==> config.mk <==
export PLATFORM = sky130hd
export DESIGN_NAME = mm_noc_adaptor
export DESIGN_NICKNAME = d
export VERILOG_FILES = /design/src/rtl/noc_adapt_pkg.sv /design/src/rtl/noc_credit_ctr.sv /design/src/rtl/noc_router_tx.sv /design/src/rtl/noc_rsp_fifo.sv /design/src/rtl/noc_bus_tx.sv /design/src/rtl/mm_noc_adaptor.sv
export SDC_FILE = /design/constraint.sdc
export NUM_CORES = 1
export LEC_CHECK = 0
export BUFFER_PORTS_ARGS = -buffer_cell sky130_fd_sc_hd__clkbuf_2
export CORE_MARGIN = 2
export CORE_UTILIZATION = 61
export CTS_BUF_LIST = sky130_fd_sc_hd__clkbuf_4
export DETAILED_ROUTE_END_ITERATION = 7
export PLACE_DENSITY = 0.88
export SYNTH_ARGS = -nofsm -noshare
export SYNTH_HDL_FRONTEND = slang
export SYNTH_SLANG_ARGS = --single-unit
==> constraint.sdc <==
create_clock -name clk -period 4.46 [get_ports clk]
set_input_delay 0.223 -clock clk [delete_from_list [all_inputs] [get_ports clk]]
set_output_delay 0.223 -clock clk [all_outputs]
set_load 0.05 [all_outputs]
==> src/rtl/noc_adapt_pkg.sv <==
package noc_adapt_pkg;
    localparam int PKT_W  = 77;
    localparam int WORD_W = 32;
    localparam int ADDR_F = 31;

    typedef struct packed {
        logic [1:0]        svc;
        logic              flit_ht;
        logic [1:0]        pid;
        logic              is_wr;
        logic [WORD_W-1:0] data;
        logic [ADDR_F-1:0] addr;
        logic [3:0]        mem_x;
        logic [3:0]        mem_y;
    } noc_pkt_t;
endpackage

==> src/rtl/noc_credit_ctr.sv <==
module noc_credit_ctr #(
    parameter int MAX_CREDITS = 16
) (
    input  logic clk,
    input  logic rst_n,
    input  logic send_i,
    input  logic ret_i,
    output logic avail_o
);
    localparam int CW = $clog2(MAX_CREDITS + 1);
    localparam logic [CW-1:0] FULL = CW'(MAX_CREDITS);

    logic [CW-1:0] cnt_d, cnt_q;

    always_comb begin
        cnt_d = cnt_q;
        if (send_i && !ret_i) begin
            cnt_d = cnt_q - CW'(1);
        end else if (!send_i && ret_i && (cnt_q != FULL)) begin
            cnt_d = cnt_q + CW'(1);
        end
    end

    always_ff @(posedge clk) begin
        if (!rst_n) cnt_q <= FULL;
        else        cnt_q <= cnt_d;
    end

    assign avail_o = (cnt_q != '0);


    credit_range_chk: assert property (@(posedge clk) disable iff (!rst_n)
        cnt_q <= FULL);

    credit_balance_chk: assert property (@(posedge clk) disable iff (!rst_n)
        (send_i && ret_i) |=> (cnt_q == $past(cnt_q)));

    no_send_empty_chk: assert property (@(posedge clk) disable iff (!rst_n)
        send_i |-> (cnt_q != '0));
endmodule

==> src/rtl/noc_router_tx.sv <==
module noc_router_tx
    import noc_adapt_pkg::*;
#(
    parameter int         COORD_LSB = 24,
    parameter logic [1:0] PROC_ID   = 2'd1,
    parameter logic [1:0] SVC_LEVEL = 2'd0
) (
    input  logic              clk,
    input  logic              rst_n,
    input  logic              accept_i,
    input  logic              is_wr_i,
    input  logic [31:0]       addr_i,
    input  logic [WORD_W-1:0] wdata_i,
    output logic              pkt_valid_o,
    output logic [PKT_W-1:0]  pkt_o
);
    typedef struct packed {
        logic     vld;
        noc_pkt_t pkt;
    } tx_state_t;

    tx_state_t st_d, st_q;

    always_comb begin
        st_d     = st_q;
        st_d.vld = accept_i;
        if (accept_i) begin
            st_d.pkt.svc     = SVC_LEVEL;
            st_d.pkt.flit_ht = 1'b1;
            st_d.pkt.pid     = PROC_ID;
            st_d.pkt.is_wr   = is_wr_i;
            st_d.pkt.data    = is_wr_i ? wdata_i : '0;
            st_d.pkt.addr    = addr_i[ADDR_F-1:0];
            st_d.pkt.mem_x   = addr_i[COORD_LSB+7 -: 4];
            st_d.pkt.mem_y   = addr_i[COORD_LSB+3 -: 4];
        end
    end

    always_ff @(posedge clk) begin
        if (!rst_n) st_q <= '0;
        else        st_q <= st_d;
    end

    assign pkt_valid_o = st_q.vld;
    assign pkt_o       = st_q.pkt;


    pkt_follows_accept_chk: assert property (@(posedge clk) disable iff (!rst_n)
        pkt_valid_o |-> $past(accept_i));
endmodule

==> src/rtl/noc_rsp_fifo.sv <==
module noc_rsp_fifo #(
    parameter int DEPTH = 16,
    parameter int W     = 32
) (
    input  logic         clk,
    input  logic         rst_n,
    input  logic         push_i,
    input  logic [W-1:0] din_i,
    input  logic         pop_i,
    output logic         empty_o,
    output logic [W-1:0] head_o
);
    localparam int PW = $clog2(DEPTH);
    localparam int CW = $clog2(DEPTH + 1);

    typedef struct packed {
        logic [PW-1:0] wp;
        logic [PW-1:0] rp;
        logic [CW-1:0] cnt;
    } fifo_state_t;

    fifo_state_t st_d, st_q;
    logic [W-1:0] mem_q [DEPTH];
    logic         do_push, do_pop, full;

    assign full    = (st_q.cnt == CW'(DEPTH));
    assign empty_o = (st_q.cnt == '0);
    assign do_push = push_i && !full;
    assign do_pop  = pop_i && !empty_o;
    assign head_o  = mem_q[st_q.rp];

    always_comb begin
        st_d = st_q;
        if (do_push) st_d.wp = (st_q.wp == PW'(DEPTH-1)) ? '0 : st_q.wp + PW'(1);
        if (do_pop)  st_d.rp = (st_q.rp == PW'(DEPTH-1)) ? '0 : st_q.rp + PW'(1);
        if (do_push && !do_pop)      st_d.cnt = st_q.cnt + CW'(1);
        else if (!do_push && do_pop) st_d.cnt = st_q.cnt - CW'(1);
    end

    always_ff @(posedge clk) begin
        if (!rst_n) st_q <= '0;
        else        st_q <= st_d;
    end

    always_ff @(posedge clk) begin
        if (do_push) mem_q[st_q.wp] <= din_i;
    end


    no_overflow_chk: assert property (@(posedge clk) disable iff (!rst_n)
        push_i |-> !full);
endmodule

==> src/rtl/noc_bus_tx.sv <==
module noc_bus_tx #(
    parameter int W = 32
) (
    input  logic         clk,
    input  logic         rst_n,
    input  logic         empty_i,
    input  logic [W-1:0] head_i,
    output logic         pop_o,
    output logic         rdvalid_o,
    output logic [W-1:0] rdata_o
);
    typedef struct packed {
        logic         vld;
        logic [W-1:0] dat;
    } bus_state_t;

    bus_state_t st_d, st_q;

    assign pop_o = !empty_i;

    always_comb begin
        st_d     = st_q;
        st_d.vld = !empty_i;
        if (!empty_i) st_d.dat = head_i;
    end

    always_ff @(posedge clk) begin
        if (!rst_n) st_q <= '0;
        else        st_q <= st_d;
    end

    assign rdvalid_o = st_q.vld;
    assign rdata_o   = st_q.dat;


    rdvalid_source_chk: assert property (@(posedge clk) disable iff (!rst_n)
        rdvalid_o |-> $past(!empty_i));
endmodule

==> src/rtl/mm_noc_adaptor.sv <==
module mm_noc_adaptor
    import noc_adapt_pkg::*;
#(
    parameter int         MAX_CREDITS = 16,
    parameter int         FIFO_DEPTH  = 16,
    parameter int         COORD_LSB   = 24,
    parameter logic [1:0] PROC_ID     = 2'd1,
    parameter logic [1:0] SVC_LEVEL   = 2'd0
) (
    input  logic              clk,
    input  logic              rst_n,
    input  logic [31:0]       bus_addr,
    input  logic              bus_read,
    input  logic              bus_write,
    input  logic [31:0]       bus_wdata,
    output logic              bus_waitreq,
    output logic [31:0]       bus_rdata,
    output logic              bus_rdvalid,
    output logic              pkt_valid,
    output logic [PKT_W-1:0]  pkt_data,
    input  logic              credit_ret,
    input  logic              rsp_valid,
    input  logic [PKT_W-1:0]  rsp_data
);
    logic req, avail, accept, pop, fifo_empty;
    logic [WORD_W-1:0] fifo_head;
    noc_pkt_t rsp_pkt;

    assign req         = bus_read || bus_write;
    assign accept      = req && avail;
    assign bus_waitreq = req && !avail;
    assign rsp_pkt     = rsp_data;

    noc_credit_ctr #(.MAX_CREDITS(MAX_CREDITS)) u_credit (
        .clk(clk), .rst_n(rst_n), .send_i(accept), .ret_i(credit_ret), .avail_o(avail)
    );

    noc_router_tx #(.COORD_LSB(COORD_LSB), .PROC_ID(PROC_ID), .SVC_LEVEL(SVC_LEVEL)) u_rtx (
        .clk(clk), .rst_n(rst_n), .accept_i(accept), .is_wr_i(bus_write),
        .addr_i(bus_addr), .wdata_i(bus_wdata), .pkt_valid_o(pkt_valid), .pkt_o(pkt_data)
    );

    noc_rsp_fifo #(.DEPTH(FIFO_DEPTH), .W(WORD_W)) u_fifo (
        .clk(clk), .rst_n(rst_n), .push_i(rsp_valid), .din_i(rsp_pkt.data),
        .pop_i(pop), .empty_o(fifo_empty), .head_o(fifo_head)
    );

    noc_bus_tx #(.W(WORD_W)) u_btx (
        .clk(clk), .rst_n(rst_n), .empty_i(fifo_empty), .head_i(fifo_head),
        .pop_o(pop), .rdvalid_o(bus_rdvalid), .rdata_o(bus_rdata)
    );


    stall_no_packet_chk: assert property (@(posedge clk) disable iff (!rst_n)
        bus_waitreq |=> !pkt_valid);

    read_no_stall_chk: assert property (@(posedge clk) disable iff (!rst_n)
        (bus_read && avail) |-> !bus_waitreq);
endmodule

# --- Yosys cells after proc, flatten, opt, wreduce, memory -nomap -nowiden ---
# Memories as Yosys holds them, arrays and structs flattened. A register that Yosys moved wholly into a read port is not among the register bits.
# Cells that the tools add are included.
totals:
  reg_bits: 93
  wordCells: 53
  output_inout_bits: 112
  mem_bits_rw: 512
  input_bits: 147
  mem_count: 1
op_classes:
  add_sub_neg: 6
  n_eq_ne: 4
  mux: 9
  reduce_logical: 21
memory_table:
  columns: ["name", "words", "word_bits", "rd", "rd_ports_with_merged_regs", "write_ports", "line_no", "rtl"]
  rows:
  - ["u_fifo.mem_q", 16, 32, 1, 1, 1, "noc_rsp_fifo.sv:23", "logic [W-1:0] mem_q [DEPTH];"]
ops:
  columns: ["cell", "n"]
  rows:
  - ["$mux W32", 1]
  - ["$mux W5", 4]
  - ["$add A5 B1 Y5 const B", 2]
  - ["$sub A5 B1 Y5 const B", 2]
  - ["$add A4 B1 Y4 const B", 2]
  - ["$eq A4 B4 Y1 const B", 2]
  - ["$logic_and A1 B1 Y1", 8]
  - ["$logic_not A1 Y1", 8]
  - ["$mux W4", 2]
  - ["$eq A5 B5 Y1 const B", 1]
  - ["$logic_not A5 Y1", 1]
  - ["$ne A5 B5 Y1 const B", 1]
  - ["$reduce_bool A5 Y1", 1]
  - ["$reduce_bool A2 Y1", 2]
  - ["$mux W1", 2]
  - ["$logic_or A1 B1 Y1", 1]

# --- Logic depth before layout (Yosys ltp) ---
# Gate-level depths: netlist (run 1).
depth:
  word_depth: 7
  ltp_mapped: 11
  mapped_depth_nobuf: 10

# --- By module ---
# Synthesis (run 1) repeated with hierarchy kept, for this count alone.
hier_totals:
  cells_unflattened: 1319
  hier_area_um2: 24422.2
by_module_without_submodules:
  columns: ["mod", "cells_per_inst", "seq_area_each_um2", "n_inst", "area_each_um2"]
  rows:
  - ["noc_rsp_fifo", 899, 15715.1, 1, 20083.0]
  - ["noc_router_tx", 266, 1341.3, 1, 2663.8]
  - ["noc_bus_tx", 106, 660.6, 1, 1273.7]
  - ["noc_credit_ctr", 46, 100.1, 1, 384.1]
  - ["mm_noc_adaptor", 2, 0.0, 1, 17.5]

# --- Least setup slack after synthesis (run 1) ---
# Ideal clock, no wire load.
synth_path:
  kind: "reg2reg"
  start: "register u_fifo.st_q[0] (netlist bit)"
  end: "memory u_fifo.mem_q[2][0], enable pin"
  path_buffers: 1
  stages_incl_launch_ff: 6
  slack_ps: 719
  setup_ps: 461
  t_arrival_ps: 3280
  synth_period_minus_slack_ps: 3741
  required_ps: 3999
  path_cell_list: "dfxtp_1 nor4_1 a21boi_1 clkbuf_1 nand2_1 nor3_1"
synth_via:
  elab_chain_len: 5
synth_lines:
  columns: ["item", "line_no", "rtl"]
  rows:
  - ["start, declared", "noc_rsp_fifo.sv:22", "fifo_state_t st_d, st_q;"]
  - ["start signal, assigned", "noc_rsp_fifo.sv:42", "else st_q <= st_d;"]
  - ["$eq A5 B5 Y1", "noc_rsp_fifo.sv:26", "assign full = (st_q.cnt == CW'(DEPTH));"]
  - ["$logic_not A1 Y1", "noc_rsp_fifo.sv:28", "assign do_push = push_i && !full;"]
  - ["$logic_and A1 B1 Y1", "noc_rsp_fifo.sv:28", null]
  - ["net u_fifo.do_push", "noc_rsp_fifo.sv:24", "logic do_push, do_pop, full;"]
  - ["$mux W1", "noc_rsp_fifo.sv:46", "if (do_push) mem_q[st_q.wp] <= din_i;"]
  - ["$mux W1 (not written as such)", "noc_rsp_fifo.sv:46", null]
  - ["end, declared", "noc_rsp_fifo.sv:23", null]
# The timed path passes the listed nets, and every way through them passes these cells.

# --- Final worst setup path (run 1) ---
layout_path:
  start: "register u_fifo.st_q[2] (netlist bit)"
  end: "memory u_fifo.mem_q[11][12], enable pin"
layout_via:
  elab_chain_len: 5
layout_lines:
  columns: ["item", "line_no"]
  rows:
  - ["$eq A5 B5 Y1", "noc_rsp_fifo.sv:26"]
  - ["$logic_not A1 Y1", "noc_rsp_fifo.sv:28"]
  - ["$logic_and A1 B1 Y1", "noc_rsp_fifo.sv:28"]
  - ["$mux W1", "noc_rsp_fifo.sv:46"]
  - ["$mux W1 (not written as such)", "noc_rsp_fifo.sv:46"]
# No other way between the ends.

==> results of run 1 <==
## cells in the final DEF (no fill, tap or decap), drive strengths merged, types with 2 or more instances in the layout
cell type    instances
dlygate4sd3         99
xor2                 2
mux2                 2
nor3                 5
xnor2                8
buf                 31
a211oi              33
ha                  11
clkbuf             447
or2                  3
diode                2
nor2b               73
nor4                 3
nand3                2
inv                 10
dfxtp              118
a22oi               33
a21oi               44
o211a                2
nor2                20
mux4               128
edfxtp             512
o21ai                6
nand2b               5
clkinv              30
a21boi              35
bufinv               5
mux2i               34
nand2               81
or3                  2
conb                 3
and2                11
a22o                32
clkinvlp             3
## final timing paths
check        slack, ns                         start  cells past startpoint                              to
max               1.12   u_fifo.st_q[2]$_SDFFE_PN0P_                      5  u_fifo.mem_q[11][12]$_DFFE_PP_
min               0.11                      bus_read                      5  u_credit.cnt_q[4]$_SDFFE_PN1P_
max reg2reg       1.12   u_fifo.st_q[2]$_SDFFE_PN0P_                      5  u_fifo.mem_q[11][12]$_DFFE_PP_
min reg2reg       0.46  u_rtx.pkt_o[24]$_SDFFE_PN0P_                      2    u_rtx.pkt_o[24]$_SDFFE_PN0P_
## flip-flops by register name, summed over array words and instances (netlist names)
signal             count
u_rtx.pkt_o           66
u_btx.rdvalid_o        1
u_rtx.pkt_valid_o      1
u_credit.cnt_q         5
u_fifo.mem_q         512
u_btx.rdata_o         32
u_fifo.st_q           13
## power by group through the flow
stage	clock network [uW]	registers, uW	logic, uW
after floorplan	0	7690	2620
after global placement	0	7150	3910
after detailed placement	0	7170	4010
after CTS	5050	7050	4120
after global routing	5380	7100	4370
final	4980	7060	4110
## cells by family after synthesis
family / after synthesis
AO/OA/AOI/OAI: 195
adder cells (fa/ha/maj): 11
AND/OR/NAND/NOR: 208
multiplexers: 164
other: 1
flip-flops: 630
buffers and inverters: 100
XOR/XNOR: 10
## worst max-delay path: stages, from the launching register on
cell and delay (ns):
dfxtp_1 0.43, nor4_1 0.09, a21boi_1 0.69, nand2_1 0.49
nor2_4 0.94, buf_4 0.37
## repair_timing
| item | in CTS | in global routing |
|---|---|---|
| setup buffers | 0 | 0 |
| hold endpoints to repair | 587 | 0 |
| hold buffers | 99 | 0 |
## final cells by class
type,instances,area [um^2],share of cell area
clock buffers,237,1780,0.0615
multi-input cells,591,6080,0.210
flip-flops and latches,630,17700,0.613
inverters,5,18.8,0.000649
repair buffers,340,2350,0.0812
well taps,518,648,0.0224
diodes,2,5.00,0.000173
clock inverters,43,309,0.0107
## metrics by stage
step                power (uW)  instances  utilization  instance area, um^2  hold slack (ns)
floorplan                10300       1321            -                24200            0.322
global placement         11100       1985        0.664                25900            0.442
detailed placement       11200       1985        0.664                25900            0.449
CTS                      16200       2364        0.743                28900           0.0440
global route             16800       2366        0.744                28900            0.122
finish                   16100       2366        0.744                28900            0.111
## layer usage
| metal | wire (um) | vias up |
|---|---|---|
| li1 | - | 6127 |
| met4 | 1800 | 0 |
| met2 | 28700 | 822 |
| met5 | 0 | - |
| met1 | 20300 | 7021 |
| met3 | 4490 | 145 |
==> results.md, run 1 <==
* Outcome: finished clean
* Top Ports at ~260
* Top-count cell post-synth: edfxtp_1
* Max Clock Freq at between 200 and 300 MHz
* Min Tclk post-route at around 3.3 ns
* Die H at 203 um
* Synth Area in XOR/XNOR at 0.00362
* Dominant cells by area after synthesis: edfxtp_1, mux4_2, dfxtp_1
* Setup crit end kind: flop
* Worst-Skew Late Latency at roughly 0.88 ns
* Largest family of logic cells by synthesized area: multiplexers
* Post-synthesis sequential area ratio at 0.733
* Mux share of post-synthesis cell area at 0.134
* Crit start category: flop
* Clock power share at 0.309
* Max clock buf depth at 3
* Most used routing layer: met2
* Post-synthesis simple-gate area fraction at 0.0440
* Clk root buf: clkbuf_4
* Routed length per instance at between 20 and 25 um
* Net switching power at just under 5000 uW
* Pre-CTS WS at between 1 and 1.5 ns
* Met1 Use GR at 0.331
* First-pass GRT wire length at 83.2 mm
* Max-slew violations at 0
* Core area at 38900 um^2
* Relative slew margins at 0.188
* Post-Synthesis Cell Area at between 20000 and 25000 um^2
* Critical Path RT at between 4 and 5 ns
* DR vias at 14100
* Worst vdd ir at ~0.00044 V
* Rows at 72
* Avg Cell Area, Syn at 18.3 um^2
* Reg clk slew, reported paths at roughly 0.07 ns
* Leakage Power at 0.0102 uW
* Ys Warns at 0
* 1st-pass router iterations at 5
* Vias per inst at approximately 6.0
* Critical Path Fanout Max at 24
* Adder-Cell Fraction of Synth Area at 0.00569
* Number of synthesized flops with an enable pin at 512
* Post-synth ARST share at 0
* Ys flop type: edfxtp_1
* Met3 Use GR at 0.0633
* Total negative slack at 0 ns
* Htree depth at 4
* DRT Wirelength at between 50 and 60 mm
* Min-delay worst type: in2reg
* Power share of the combinational group at 0.254
* Post-Synthesis Cells at between 1000 and 1500
* Layout cell share with drive strength beyond 1 at 0.351
* Congestion Overflow GR at 0
* Synth Register Bits at 630
* Area fraction in compound gates after synthesis at 0.0578
* DRT iter0 DRCs at about 1400
* Gr usage total at 0.271
* TritonCTS buffer count at 153
* TritonCTS clock tree: yes
* Final setup violation count at 0
* Vias in the first global route at 14700
* Largest area contributor in the netlist: edfxtp_1
* Nets at about 1900
* Clock Sinks at 630
* Area delta synth->final at 19.6%
* Most instantiated cells after synthesis: edfxtp_1, mux4_2, dfxtp_1, nand2_1, nor2b_1
* DRC errors left at 0
* Arrival @ worst endpoint at 3.85 ns
* CTS-repair resized insts at 0
* Largest net degree at the start of global routing at 83
* Setup CP Type: reg2reg
* Worst slew pin tran at 1.22 ns
* Flop pwr share at 0.437
* Number of fill cells at between 2000 and 2500
* DP HPWL at 29.1 mm
* Pwr/cell area at around 560 nW/um^2
* Max_cap viols at 0
* Hold Fails Final Rpt at 0
* Switch share at 0.307
* DIE WIDTH at slightly above 200 um
* Count of port buffers added during placement at 210
* Top-area cell type share of the netlist area at 0.636
* Placer congestion estimate at approximately 0.8
* Antenna violations before repair at 2
* Die footprint at 41300 um^2
* RSZ-0062 raised after global routing: no
* GR Util met2 at 0.464
* Initial Util at 0.622
* Yosys cell types at 50
* P_int at about 11000 uW
* Final WS setup at approximately 1.1 ns
* ANT nets after route at 0
* Fin Clk Skew at 0.0604 ns
* Period utilization at 0.749
(Power assumes the default switching activity.)
==> run 2, diff against run 1 <==
Clock period 4.46 ns to 3.4 ns, I/O delays scaled along.
==> run 2 against run 1 <==
Net effect: power is 32% higher; clock power rose by 30%; utilization is 1.4 points higher; setup slack worse by 0.72 ns; largest cell class unchanged; first-iteration DRC count up 8.3%; worst hold slack lost 0.0046 ns; clock skew fell by 0.0066 ns.
==> results.md, run 2 (synthesized netlist as in run 1, its figures left out) <==
* Power Total at 21400 uW (+32%)
* Largest net degree at the start of global routing at 65 (-22%)
* Vias per inst at 5.94 (-0.36%)
* 1st-pass router iterations at 5 (unchanged)
* DRC errors left at 0 (unchanged)
* Multi-input gate area at 6100 um^2 (+0.41%)
* Crit start category: flop
* Worst vdd ir at 0.000603 V (+38%)
* Critical Path RT at 4.11 ns (-0.86 ns)
* Critical path cell sequence: nor4_4, a21oi_1, mux2_2, ha_1, or2_2, nor2_1, a32oi_1, dlygate4sd3_1, xnor2_1, and2_1
* Hold_sp: bus_write
* Period utilization at 0.882 (+0.133)
* Clk root buf: clkbuf_4
* Max Clock Freq at 334 MHz (+11%)
* Die footprint at 41300 um^2 (unchanged)
* Critical Path Fanout Max at 6 (-75%)
* Max_cap viols at 0 (unchanged)
* DR vias at 14400 (+1.7%)
* Htree depth at 4 (unchanged)
* Max clock buf depth at 3 (unchanged)
* Worst-Skew Late Latency at 0.82 ns (-0.06 ns)
* Most frequent cells in the layout: edfxtp_1, clkbuf_4, clkbuf_2, dlygate4sd3_1, mux4_2
* Relative slew margins at 0.117 (-0.0710)
* TritonCTS buffer count at 154 (+0.65%)
* Routed length per instance at 23.4 um (-0.12%)
* Congestion Overflow GR at 0 (unchanged)
* TritonCTS clock tree: yes
* Top Ports at 259 (unchanged)
* Pre-CTS WS at 0.856 ns (-0.369 ns)
* Setup CP Type: reg2reg
* Reg2reg start: u_credit.cnt_q[0]$_SDFFE_PN0P_
* Core area at 38900 um^2 (unchanged)
* Min-delay worst type: in2reg
* Die H at 203 um (unchanged)
* Nets at 1926 (+2.5%)
* DIE WIDTH at 203 um (unchanged)
* Worst slew pin tran at 1.32 ns (+0.109 ns)
* Reg-to-reg endpoint: u_credit.cnt_q[2]$_SDFFE_PN0P_
* Min Tclk post-route at 3.00 ns (-0.342 ns)
* First-pass GRT wire length at 85.7 mm (+3.0%)
* Total negative slack at 0 ns (unchanged)
* Arrival @ worst endpoint at 3.71 ns (-0.14 ns)
* Post-CTS setup buffers at 0 (unchanged)
* Fin Clk Skew at 0.0538 ns (-0.00662 ns)
* Commonest non-fill, non-tap cell in the layout: edfxtp_1
* Hold depth at 6 (+1)
* Clock Sinks at 630 (unchanged)
* Count of port buffers added during placement at 210 (unchanged)
* Hold Fails Final Rpt at 0 (unchanged)
* Reg clk slew, reported paths at 0.06 ns (about the same)
* Max reg flops at 512 (unchanged)
* RSZ-0062 raised after global routing: no
* DRT Wirelength at 56.4 mm (+1.9%)
* Gr usage total at 0.279 (+0.00811)
* CP max stage cell: dlygate4sd3_1
* Outcome: finished clean
* DP HPWL at 30.7 mm (+5.4%)
* R2R depth at 10 (+5)
* Core utilization of the finished layout at 0.757 (+0.0138)
* Leakage Power at 0.0104 uW (+2.5%)
* Hold EP: u_credit.cnt_q[3]$_SDFFE_PN0P_
* Final WS setup at 0.402 ns (-0.718 ns)
* Pwr/cell area at 725 nW/um^2 (+30%)
* Internal reg-to-reg setup slack at 0.40 ns (-0.72 ns)
* Largest stage delay, worst path at 0.58 ns (-0.36 ns)
* Initial Util at 0.622 (unchanged)
* Antenna violations before repair at 3 (+1)
* DRT iter0 DRCs at 1468 (+8.3%)
* CTS-repair resized insts at 0 (unchanged)
* Number of fill cells at 2054 (-3.3%)
* ANT nets after route at 0 (unchanged)
* Rows at 72 (unchanged)
* Setup crit end kind: flop
* Max-slew violations at 0 (unchanged)
* Placer congestion estimate at 0.799 (+1.8%)
* Layout cell share with drive strength beyond 1 at 0.349 (-0.00219)
* Register bank with the most flops: u_fifo.mem_q
* Area delta synth->final at 21.8%
* Register Area at 17700 um^2 (unchanged)
* Vias in the first global route at 15200 (+3.4%)
* WHS at 0.107 ns (-0.00460 ns)
* Final setup violation count at 0 (unchanged)
-- run 2: cell types whose count changed in the layout (fill, tap and decap cells not counted), sizes merged --
cell / delta
buf: +16
clkbuf: -6
clkinv: +6
clkinvlp: -2
diode: +2
dlygate4sd3: +30
inv: +2
-- run 2: critical path, delay by kind of cell, from the launching register on --
kind | cells | cell delay [ns]
compound gates | 2 | 0.30
xor+xnor | 1 | 0.12
fa+ha+maj | 1 | 0.21
buf+inv | 1 | 0.58
flops | 1 | 0.37
mux | 1 | 0.31
simple gates | 4 | 1.00
-- run 2: layer usage --
metal,vias up,track usage,share of wire
met4,0,0.132,0.035
li1,6233,-,-
met1,7193,0.351,0.37
met3,152,0.0628,0.085
met2,772,0.468,0.51
met5,-,0,0
-- run 2: layout make-up --
type	instances	area share
Tap cell	518	0.0220
Clock inverter	49	0.0111
Timing Repair Buffer	386	0.0978
Multi-Input combinational cell	591	0.207
Inverter	5	0.000637
Sequential cell	630	0.602
Antenna cell	4	0.000340
Clock buffer	231	0.0588
-- run 2: worst max-delay path by stage --
stage                                    from                              to  slack (ns)  depth (start not counted)
2_1_floorplan     u_fifo.st_q[0]$_SDFFE_PN0P_   u_fifo.mem_q[10][0]$_DFFE_PP_        0.51                          5
3_3_place_gp      u_fifo.st_q[0]$_SDFFE_PN0P_     u_fifo.st_q[4]$_SDFFE_PN0P_        0.90                         10
3_5_place_dp      u_fifo.st_q[2]$_SDFFE_PN0P_    u_fifo.mem_q[8][3]$_DFFE_PP_        0.86                          6
4_1_cts        u_credit.cnt_q[0]$_SDFFE_PN0P_  u_credit.cnt_q[2]$_SDFFE_PN0P_        0.43                         10
5_1_grt        u_credit.cnt_q[0]$_SDFFE_PN0P_  u_credit.cnt_q[2]$_SDFFE_PN0P_        0.21                         10
6_report       u_credit.cnt_q[0]$_SDFFE_PN0P_  u_credit.cnt_q[2]$_SDFFE_PN0P_        0.40                         10
-- run 2: where the power goes --
| group | switching, uW | internal, uW |
|---|---|---|
| Clock | 2970 | 3490 |
| Combinational | 3190 | 2510 |
| Sequential | 425 | 8790 |
-- run 2: repair_timing --
item                       CTS  global route
hold endpoints to repair   594             0
hold buffers               129             0
setup endpoints to repair    0             0
-- run 2: through the flow --
stage	cell area, um^2	std cells
2_1_floorplan	24200	1321
3_5_place_dp	26100	2001
6_report	29500	2414
5_1_grt	29500	2413
4_1_cts	29500	2410
3_3_place_gp	26100	2001
==> run 3, diff against run 2 <==
Settings changed: CELL_PAD_IN_SITES_DETAIL_PLACEMENT from default to 0, CELL_PAD_IN_SITES_GLOBAL_PLACEMENT from default to 1, CORE_UTILIZATION 61 to 52, PLACE_DENSITY 0.88 to default, PLACE_DENSITY_LB_ADDON from default to 0.1.
==> run 3 against run 2 <==
Net effect: final area grew 4.0%; non-clock buffer count increased by 115; count of clock-buffer cells in the layout rose by 17; global-route usage fell by 4.1 points; largest cell class unchanged.
==> results.md, run 3 (synthesized netlist as in run 1, its figures left out) <==
* 1st-pass router iterations at 5 (unchanged)
* Congestion Overflow GR at 0 (unchanged)
* Power Total at 21100 uW (-1.1%)
* Most frequent cells in the layout: edfxtp_1, clkbuf_4, dlygate4sd3_1, clkbuf_2, mux4_2
* Max reg flops at 512 (unchanged)
* TritonCTS buffer count at 157 (+1.9%)
* Relative slew margins at 0.142 (+0.0247)
* Final WS setup at 0.302 ns (-0.101 ns)
* Placer congestion estimate at 0.744 (-6.9%)
* Hold Fails Final Rpt at 0 (unchanged)
* Register bank with the most flops: u_fifo.mem_q
* Core utilization of the finished layout at 0.663 (-0.0946)
* Arrival @ worst endpoint at 3.99 ns (+0.28 ns)
* Setup crit end kind: flop
* Largest net degree at the start of global routing at 54 (-17%)
* Antenna violations before repair at 3 (unchanged)
* Min-delay worst type: in2reg
* Worst vdd ir at 0.000543 V (-9.9%)
* DR vias at 14100 (-1.6%)
* DIE WIDTH at 220 um (+8.1%)
* First-pass GRT wire length at 83.1 mm (-3.0%)
* RSZ-0062 raised after global routing: no
* Die footprint at 48300 um^2 (+17%)
* Pwr/cell area at 690 nW/um^2 (-4.9%)
* Max Clock Freq at 323 MHz (-3.2%)
* Leakage Power at 0.0109 uW (+4.3%)
* Vias in the first global route at 14600 (-4.1%)
* Post-CTS setup buffers at 0 (unchanged)
* Final setup violation count at 0 (unchanged)
* Worst-Skew Late Latency at 0.98 ns (+0.16 ns)
* Fin Clk Skew at 0.0348 ns (-0.0190 ns)
* Outcome: finished clean
* ANT nets after route at 0 (unchanged)
* Layout cell share with drive strength beyond 1 at 0.336 (-0.0128)
* Commonest non-fill, non-tap cell in the layout: edfxtp_1
* Max_cap viols at 0 (unchanged)
* Htree depth at 4 (unchanged)
* CTS-repair resized insts at 0 (unchanged)
* Met2 WL at 28.1 mm (-2.1%)
* Min Tclk post-route at 3.10 ns (+0.101 ns)
* Top Ports at 259 (unchanged)
* Max clock buf depth at 3 (unchanged)
* Die H at 220 um (+8.1%)
* Max-slew violations at 0 (unchanged)
* Critical Path RT at 4.30 ns (+0.19 ns)
* Met1 Wirelength at 23.4 mm (+12%)
* Total negative slack at 0 ns (unchanged)
* Worst slew pin tran at 1.29 ns (-0.0370 ns)
* Clock Sinks at 630 (unchanged)
* Gr usage total at 0.238 (-0.0410)
* DRT Wirelength at 55.9 mm (-0.77%)
* DRC errors left at 0 (unchanged)
* Rows at 79 (+9.7%)
* Crit start category: flop
* DRT iter0 DRCs at 955 (-35%)
* Number of fill cells at 3234 (+57%)
* Period utilization at 0.911 (+0.0296)
* Uppermost routed layer: met4
* Setup CP Type: reg2reg
* Nets at 2044 (+6.1%)
* DP HPWL at 28.4 mm (-7.5%)
* TritonCTS clock tree: yes
* Met3 WL at 3.01 mm (-37%)
* Post-Layout Cell Count at 2621 (+8.6%)
* Hold buffer count at cts at 242 (+88%)
* Critical Path Fanout Max at 6 (unchanged)
* Vias per inst at 5.39 (-9.3%)
* Count of port buffers added during placement at 210 (unchanged)
* Core area at 46300 um^2 (+19%)
* Area delta synth->final at 26.7%
* Clk root buf: clkbuf_4
* Pre-CTS WS at 0.739 ns (-0.117 ns)
* Number of instances in the placed design at 2092 (+4.5%)
* Reg clk slew, reported paths at 0.06 ns (about the same)
* Initial Util at 0.523 (-0.0987)
* Routed length per instance at 21.3 um (-8.6%)
-- run 3: area by class of cell --
cell class	instances	area (um^2)	share of cell area
repair buffers	501	4020	0.131
well taps	607	759	0.0248
clock buffers	248	1860	0.0607
multi-input cells	591	6100	0.199
clock inverters	34	133	0.00433
flip-flops and latches	630	17700	0.579
inverters	5	18.8	0.000612
diodes	5	12.5	0.000408
-- run 3: final timing paths --
check | start | cells past startpoint | end | slack, ns
worst max-delay path | u_credit.cnt_q[0]$_SDFFE_PN0P_ | 9 | u_credit.cnt_q[4]$_SDFFE_PN1P_ | 0.30
worst min-delay path | rsp_data[45] | 2 | u_fifo.mem_q[14][6]$_DFFE_PP_ | 0.15
worst max register to register | u_credit.cnt_q[0]$_SDFFE_PN0P_ | 9 | u_credit.cnt_q[4]$_SDFFE_PN1P_ | 0.30
worst min register to register | u_btx.rdata_o[15]$_SDFFE_PN0P_ | 1 | u_btx.rdata_o[15]$_SDFFE_PN0P_ | 0.47
-- run 3: through the flow --
stage | cell area (um^2) | hold slack (ns)
finish | 30700 | 0.145
global route | 30700 | 0.0723
CTS | 30600 | 0.0141
detailed placement | 26200 | 0.397
global placement | 26200 | 0.393
floorplan | 24200 | 0.269
-- run 3: metal layers --
metal,GRT usage,up-vias
met5,0,-
met2,0.395,421
met4,0.0998,0
met3,0.0609,105
li1,-,6462
met1,0.301,7136
-- run 3: worst max-delay path, stage by stage (launching register included) --
cell and delay [ns]:
dfxtp_1 0.37, nor4_4 0.47, a21oi_1 0.24, mux2_2 0.31, ha_1 0.20, or2_2 0.29, a21oi_1 0.21, nor4_1 0.09
a2111oi_2 0.28, dlygate4sd3_1 0.58
-- run 3: where the power goes --
group,total [uW],internal (uW),switching (uW)
Sequential,9190,8790,406
Clock,6230,3300,2930
Combinational,5720,2600,3120
